===== src/rtl/tmr_pkg.sv =====
package tmr_pkg;
  localparam int NUM_DOM = 3;

  typedef struct packed {
    logic clr;
    logic load;
    logic inc;
    logic dec;
    logic flip;
  } domStrobe_t;
endpackage


===== src/rtl/tmr_voter.sv =====
module tmr_voter #(
  parameter int W = 8
) (
  input  logic [W-1:0] a,
  input  logic [W-1:0] b,
  input  logic [W-1:0] c,
  output logic [W-1:0] y
);
  assign y = (a & b) | (a & c) | (b & c);
endmodule


===== src/rtl/tmr_ctrl.sv =====
module tmr_ctrl
  import tmr_pkg::*;
(
  input  logic [NUM_DOM-1:0] rstTri,
  input  logic [NUM_DOM-1:0] enTri,
  input  logic [NUM_DOM-1:0] dirTri,
  input  logic [NUM_DOM-1:0] loadTri,
  input  logic               injEn,
  input  logic [1:0]         injDomain,
  output domStrobe_t [NUM_DOM-1:0] strobes
);
  for (genvar d = 0; d < NUM_DOM; d++) begin : g_dom
    // priority: clear, then load, then count
    always_comb begin
      strobes[d].clr  = rstTri[d];
      strobes[d].load = !rstTri[d] && loadTri[d];
      strobes[d].inc  = !rstTri[d] && !loadTri[d] && enTri[d] && !dirTri[d];
      strobes[d].dec  = !rstTri[d] && !loadTri[d] && enTri[d] && dirTri[d];
      strobes[d].flip = injEn && (injDomain == 2'(d));
    end
  end
endmodule


===== src/rtl/tmr_datapath.sv =====
module tmr_datapath
  import tmr_pkg::*;
#(
  parameter int WIDTH = 8
) (
  input  logic                     clk,
  input  domStrobe_t [NUM_DOM-1:0] strobes,
  input  logic [NUM_DOM*WIDTH-1:0] loadValTri,
  input  logic [WIDTH-1:0]         injMask,
  output logic [NUM_DOM*WIDTH-1:0] cntTri,
  output logic [WIDTH-1:0]         cntVoted,
  output logic [NUM_DOM-1:0]       mismatch
);
  logic [WIDTH-1:0] stateQ [NUM_DOM];

  for (genvar d = 0; d < NUM_DOM; d++) begin : g_dom
    logic [WIDTH-1:0] fbVoted;
    logic [WIDTH-1:0] nextCnt;

    // each domain owns its feedback voter
    tmr_voter #(.W(WIDTH)) u_fbVote (
      .a(stateQ[0]), .b(stateQ[1]), .c(stateQ[2]), .y(fbVoted)
    );

    always_comb begin
      if (strobes[d].clr)       nextCnt = '0;
      else if (strobes[d].load) nextCnt = loadValTri[d*WIDTH +: WIDTH];
      else if (strobes[d].inc)  nextCnt = fbVoted + WIDTH'(1);
      else if (strobes[d].dec)  nextCnt = fbVoted - WIDTH'(1);
      else                      nextCnt = fbVoted;
    end

    always_ff @(posedge clk) begin
      stateQ[d] <= nextCnt ^ (strobes[d].flip ? injMask : '0);
    end

    assign mismatch[d]              = (stateQ[d] != fbVoted);
    assign cntTri[d*WIDTH +: WIDTH] = stateQ[d];
  end

  // single-rail view for observation only
  tmr_voter #(.W(WIDTH)) u_outVote (
    .a(stateQ[0]), .b(stateQ[1]), .c(stateQ[2]), .y(cntVoted)
  );
endmodule


===== src/rtl/tmr_counter.sv =====
module tmr_counter
  import tmr_pkg::*;
#(
  parameter int WIDTH = 8
) (
  input  logic                     clk,
  input  logic [2:0]               rstTri,
  input  logic [2:0]               enTri,
  input  logic [2:0]               dirTri,
  input  logic [2:0]               loadTri,
  input  logic [3*WIDTH-1:0]       loadValTri,
  input  logic                     injEn,
  input  logic [1:0]               injDomain,
  input  logic [WIDTH-1:0]         injMask,
  output logic [3*WIDTH-1:0]       cntTri,
  output logic [WIDTH-1:0]         cntVoted,
  output logic [2:0]               mismatch
);
  domStrobe_t [NUM_DOM-1:0] strobes;

  tmr_ctrl u_ctrl (
    .rstTri(rstTri), .enTri(enTri), .dirTri(dirTri), .loadTri(loadTri),
    .injEn(injEn), .injDomain(injDomain), .strobes(strobes)
  );

  tmr_datapath #(.WIDTH(WIDTH)) u_dp (
    .clk(clk), .strobes(strobes), .loadValTri(loadValTri), .injMask(injMask),
    .cntTri(cntTri), .cntVoted(cntVoted), .mismatch(mismatch)
  );
endmodule


===== config.mk =====
export PLATFORM = sky130hd
export DESIGN_NAME = tmr_counter
export DESIGN_NICKNAME = d
export VERILOG_FILES = /design/src/rtl/tmr_pkg.sv /design/src/rtl/tmr_voter.sv /design/src/rtl/tmr_ctrl.sv /design/src/rtl/tmr_datapath.sv /design/src/rtl/tmr_counter.sv
export SDC_FILE = /design/constraint.sdc
export NUM_CORES = 1
export LEC_CHECK = 0
export BUFFER_PORTS_ARGS = -buffer_cell sky130_fd_sc_hd__buf_2
export CELL_PAD_IN_SITES_DETAIL_PLACEMENT = 1
export CELL_PAD_IN_SITES_GLOBAL_PLACEMENT = 2
export CORE_MARGIN = 8
export CORE_UTILIZATION = 30
export DETAILED_ROUTE_END_ITERATION = 16
export PLACE_DENSITY = 0.95
export REMOVE_ABC_BUFFERS = 1
export SYNTH_ARGS = -nofsm -noshare
export SYNTH_HDL_FRONTEND = slang
export SYNTH_SLANG_ARGS = --single-unit

===== constraint.sdc =====
create_clock -name clk -period 5 [get_ports clk]
set_input_delay 0 -clock clk [delete_from_list [all_inputs] [get_ports clk]]
set_output_delay 0 -clock clk [all_outputs]
set_load 0.02 [all_outputs]

==> run summary <==
status = finished clean
gr usage total = 15.66%
max reg flops = 24
Worst VDD drop = 0.07546 mV
Int Pwr = 421.9 uW
pwr dens = 245.1 nW/um2
post-route clock skew = 4.041 ps
top post-synthesis cells by area = dfxtp_1, xnor2_1, nand2_1, nor2_1, a21oi_1
Net Switching = 337.7 uW
htree depth = 1
met2 Usage GRT = 27.38%
GPL Wtd Cong = 0.8589
total negative slack = 0 ps
Largest Register = u_dp.stateQ
number of diodes = 0
Die W = 109.3 um
max cap viols = 0
CTS clk-pin slew, worst paths = 80 ps
Cells after Synth = 377
Critical Path, Cell by Cell = maj3_2 -> inv_1 -> ha_1 -> inv_1 -> or4_1 -> a21boi_1 -> xnor2_1 -> a211oi_1 -> xnor2_1
Synth area leader = dfxtp_1
Post-CTS Hold Buffers = 0
WS Path Type = flop to flop
Tot Pwr = 759.6 uW
Skew-Pair Late Insertion Delay = 260 ps
Root Buffer = clkbuf_8
number of synthesis warnings = 0
fmax = 0.3804 GHz
Unique masters post-synth = 50
std cell rows = 34
Min Clock Period, post-route = 2629 ps
CP Launch Type = flop
slowest cell on the critical path = or4_1
layout cell share with drive strength beyond 1 = 22.32%
P&R area growth vs syn = 18.80%
grt met1 use = 19.27%
PostCTS Resize Cnt = 0
commonest cells after routing, fill and taps aside = buf_2, nand2_1, nor2_1
max incr delay on CP = 510 ps
number of port buffers = 82
RSZ-0062 raised after global routing = false
share of the synthesized area in the top cell type = 18.42%
CTS tree = done
fraction of registers with async set/reset = 0%
clock group share of total power = 14.5%
core outline area = 8593 um2
largest net degree at the start of global routing = 23
total gr overflow = 0
WP data required = 5190 ps
met3 global-route usage = 2.423%
Crit. End Element = flop
Fin. Hold Viols = 0
LEAKAGE = 0.001292 uW
Antenna Nets Post-Route = 0
vias in the first global route = 3044
dpl hpwl = 7966 um
die area = 11940 um2
Switching Share = 44.46%
Routed WL = 9481 um
synthesized cell area = 2609 um2
Via Count = 2986
initial core utilization = 30.36%
FF-to-FF setup slack = 2370 ps
DIE HEIGHT = 109.3 um
clock sinks = 24
FF+latch count, synth = 24
gr busiest metal = met2
DR pass1 iterations = 4
top flop regs = u_dp.stateQ: 24 flops
Final Max Slew Viols = 0
Top FF cell, synth = dfxtp_1
first-pass GRT wire length = 15090 um
drt wl/cell = 17.33 um
count of flip-flops with a built-in enable after synthesis = 0
IO Pins = 83
Vias/cell = 5.459
Longest Clk Path Bufs = 2
Sequential Power Share = 33.3%
commonest non-fill, non-tap cell in the layout = buf_2
Setup Buffers After CTS = 0
Worst Tran Pin Value = 629.3 ps
nets = 491
Final Cycle Share = 52.58%
register area share after synthesis = 18.42%
setup violators final = 0
Worst Path Max Fanout = 18
DRC = 0
Gate power share = 52.2%
Slew headroom = 57.76%
number of CTS-inserted buffers = 3
Initial DRC Count = 127
antenna violations before repair = 0
Arr. time, crit path = 2820 ps
hold crit path type = primary input to flop
synthesized area per cell = 6.920 um2
[worst paths after layout]
path	start	to	depth (start not counted)
worst min-delay path	injMask[0]	u_dp.stateQ[0][8]	3
worst min register to register	u_dp.stateQ[0][21]	u_dp.stateQ[0][5]	4
worst max-delay path	u_dp.stateQ[0][16]	u_dp.stateQ[0][12]	9
worst max register to register	u_dp.stateQ[0][16]	u_dp.stateQ[0][12]	9
[metal layers]
layer / vias to the layer above / wire (um)
met5: - / 0
met4: 0 / 166
met2: 83 / 4553
met1: 1401 / 4089
li1: 1491 / -
met3: 11 / 672
[layout make-up]
cell class / count / area (um2)
Clock buffer: 3 / 41.29
Timing Repair Buffer: 83 / 417.9
Sequential cell: 24 / 480.5
Multi-Input combinational cell: 313 / 1964
Fill cell: 1122 / 5494
Tap cell: 108 / 135.1
Inverter: 16 / 60.06
[worst max-delay path, delay by kind of cell, from the launching register on]
kind	cells	cell delay, ps
buffers and inverters	2	210
flip-flops	1	380
XOR/XNOR	2	240
AND/OR/NAND/NOR	1	510
AO/OA/AOI/OAI	2	490
adder cells (fa/ha/maj)	2	730
[per-stage QoR]
stage | setup WS (ps) | area (um2) | std cells | hold slack (ps) | utilization, %
floorplan | 2535 | 2505 | 353 | 143.8 | -
global placement | 2522 | 3058 | 544 | 294.2 | 35.59
detailed placement | 2377 | 3058 | 544 | 301.5 | 35.59
CTS | 2359 | 3099 | 547 | 22.84 | 36.07
global route | 2231 | 3099 | 547 | 25.18 | 36.07
finish | 2371 | 3099 | 547 | 22.39 | 36.07
[synthesized netlist by cell type (3+ instances only)]
cell and instances:
a211oi_1 9, a21boi_1 4, a21o_1 4, a21oi_1 22
a221oi_1 4, and2_1 5, and3_1 5, and3b_1 3
and4_1 6, buf_2 5, clkbuf_1 17, dfxtp_1 24
inv_1 16, maj3_2 4, mux2_2 5, mux2i_1 7
nand2_1 44, nand2b_1 10, nand3_1 14, nand4_1 11
nor2_1 30, nor2b_1 5, nor3_1 12, nor4_1 10
o2111ai_1 3, o211ai_1 3, o21a_1 4, o21ai_0 21
or3_1 7, or4_1 4, xnor2_1 29, xor2_1 4
[cells by family after synthesis]
family                   Yosys count  synth area share, %
AO/OA/AOI/OAI                     89                21.82
XOR/XNOR                          33                11.08
adder cells (fa/ha/maj)            7                3.069
buffers and inverters             40                6.283
flip-flops                        24                18.42
multiplexers                      12                4.844
AND/OR/NAND/NOR                  172                34.48
[power groups by stage]
stage | Sequential (uW) | Combinational, uW | Clock [uW]
finish | 253 | 396 | 110
global route | 259 | 436 | 121
CTS | 253 | 399 | 114
detailed placement | 258 | 398 | 0
global placement | 253 | 392 | 0
floorplan | 278 | 233 | 0
Note: power is estimated with default switching activity, not from simulation.
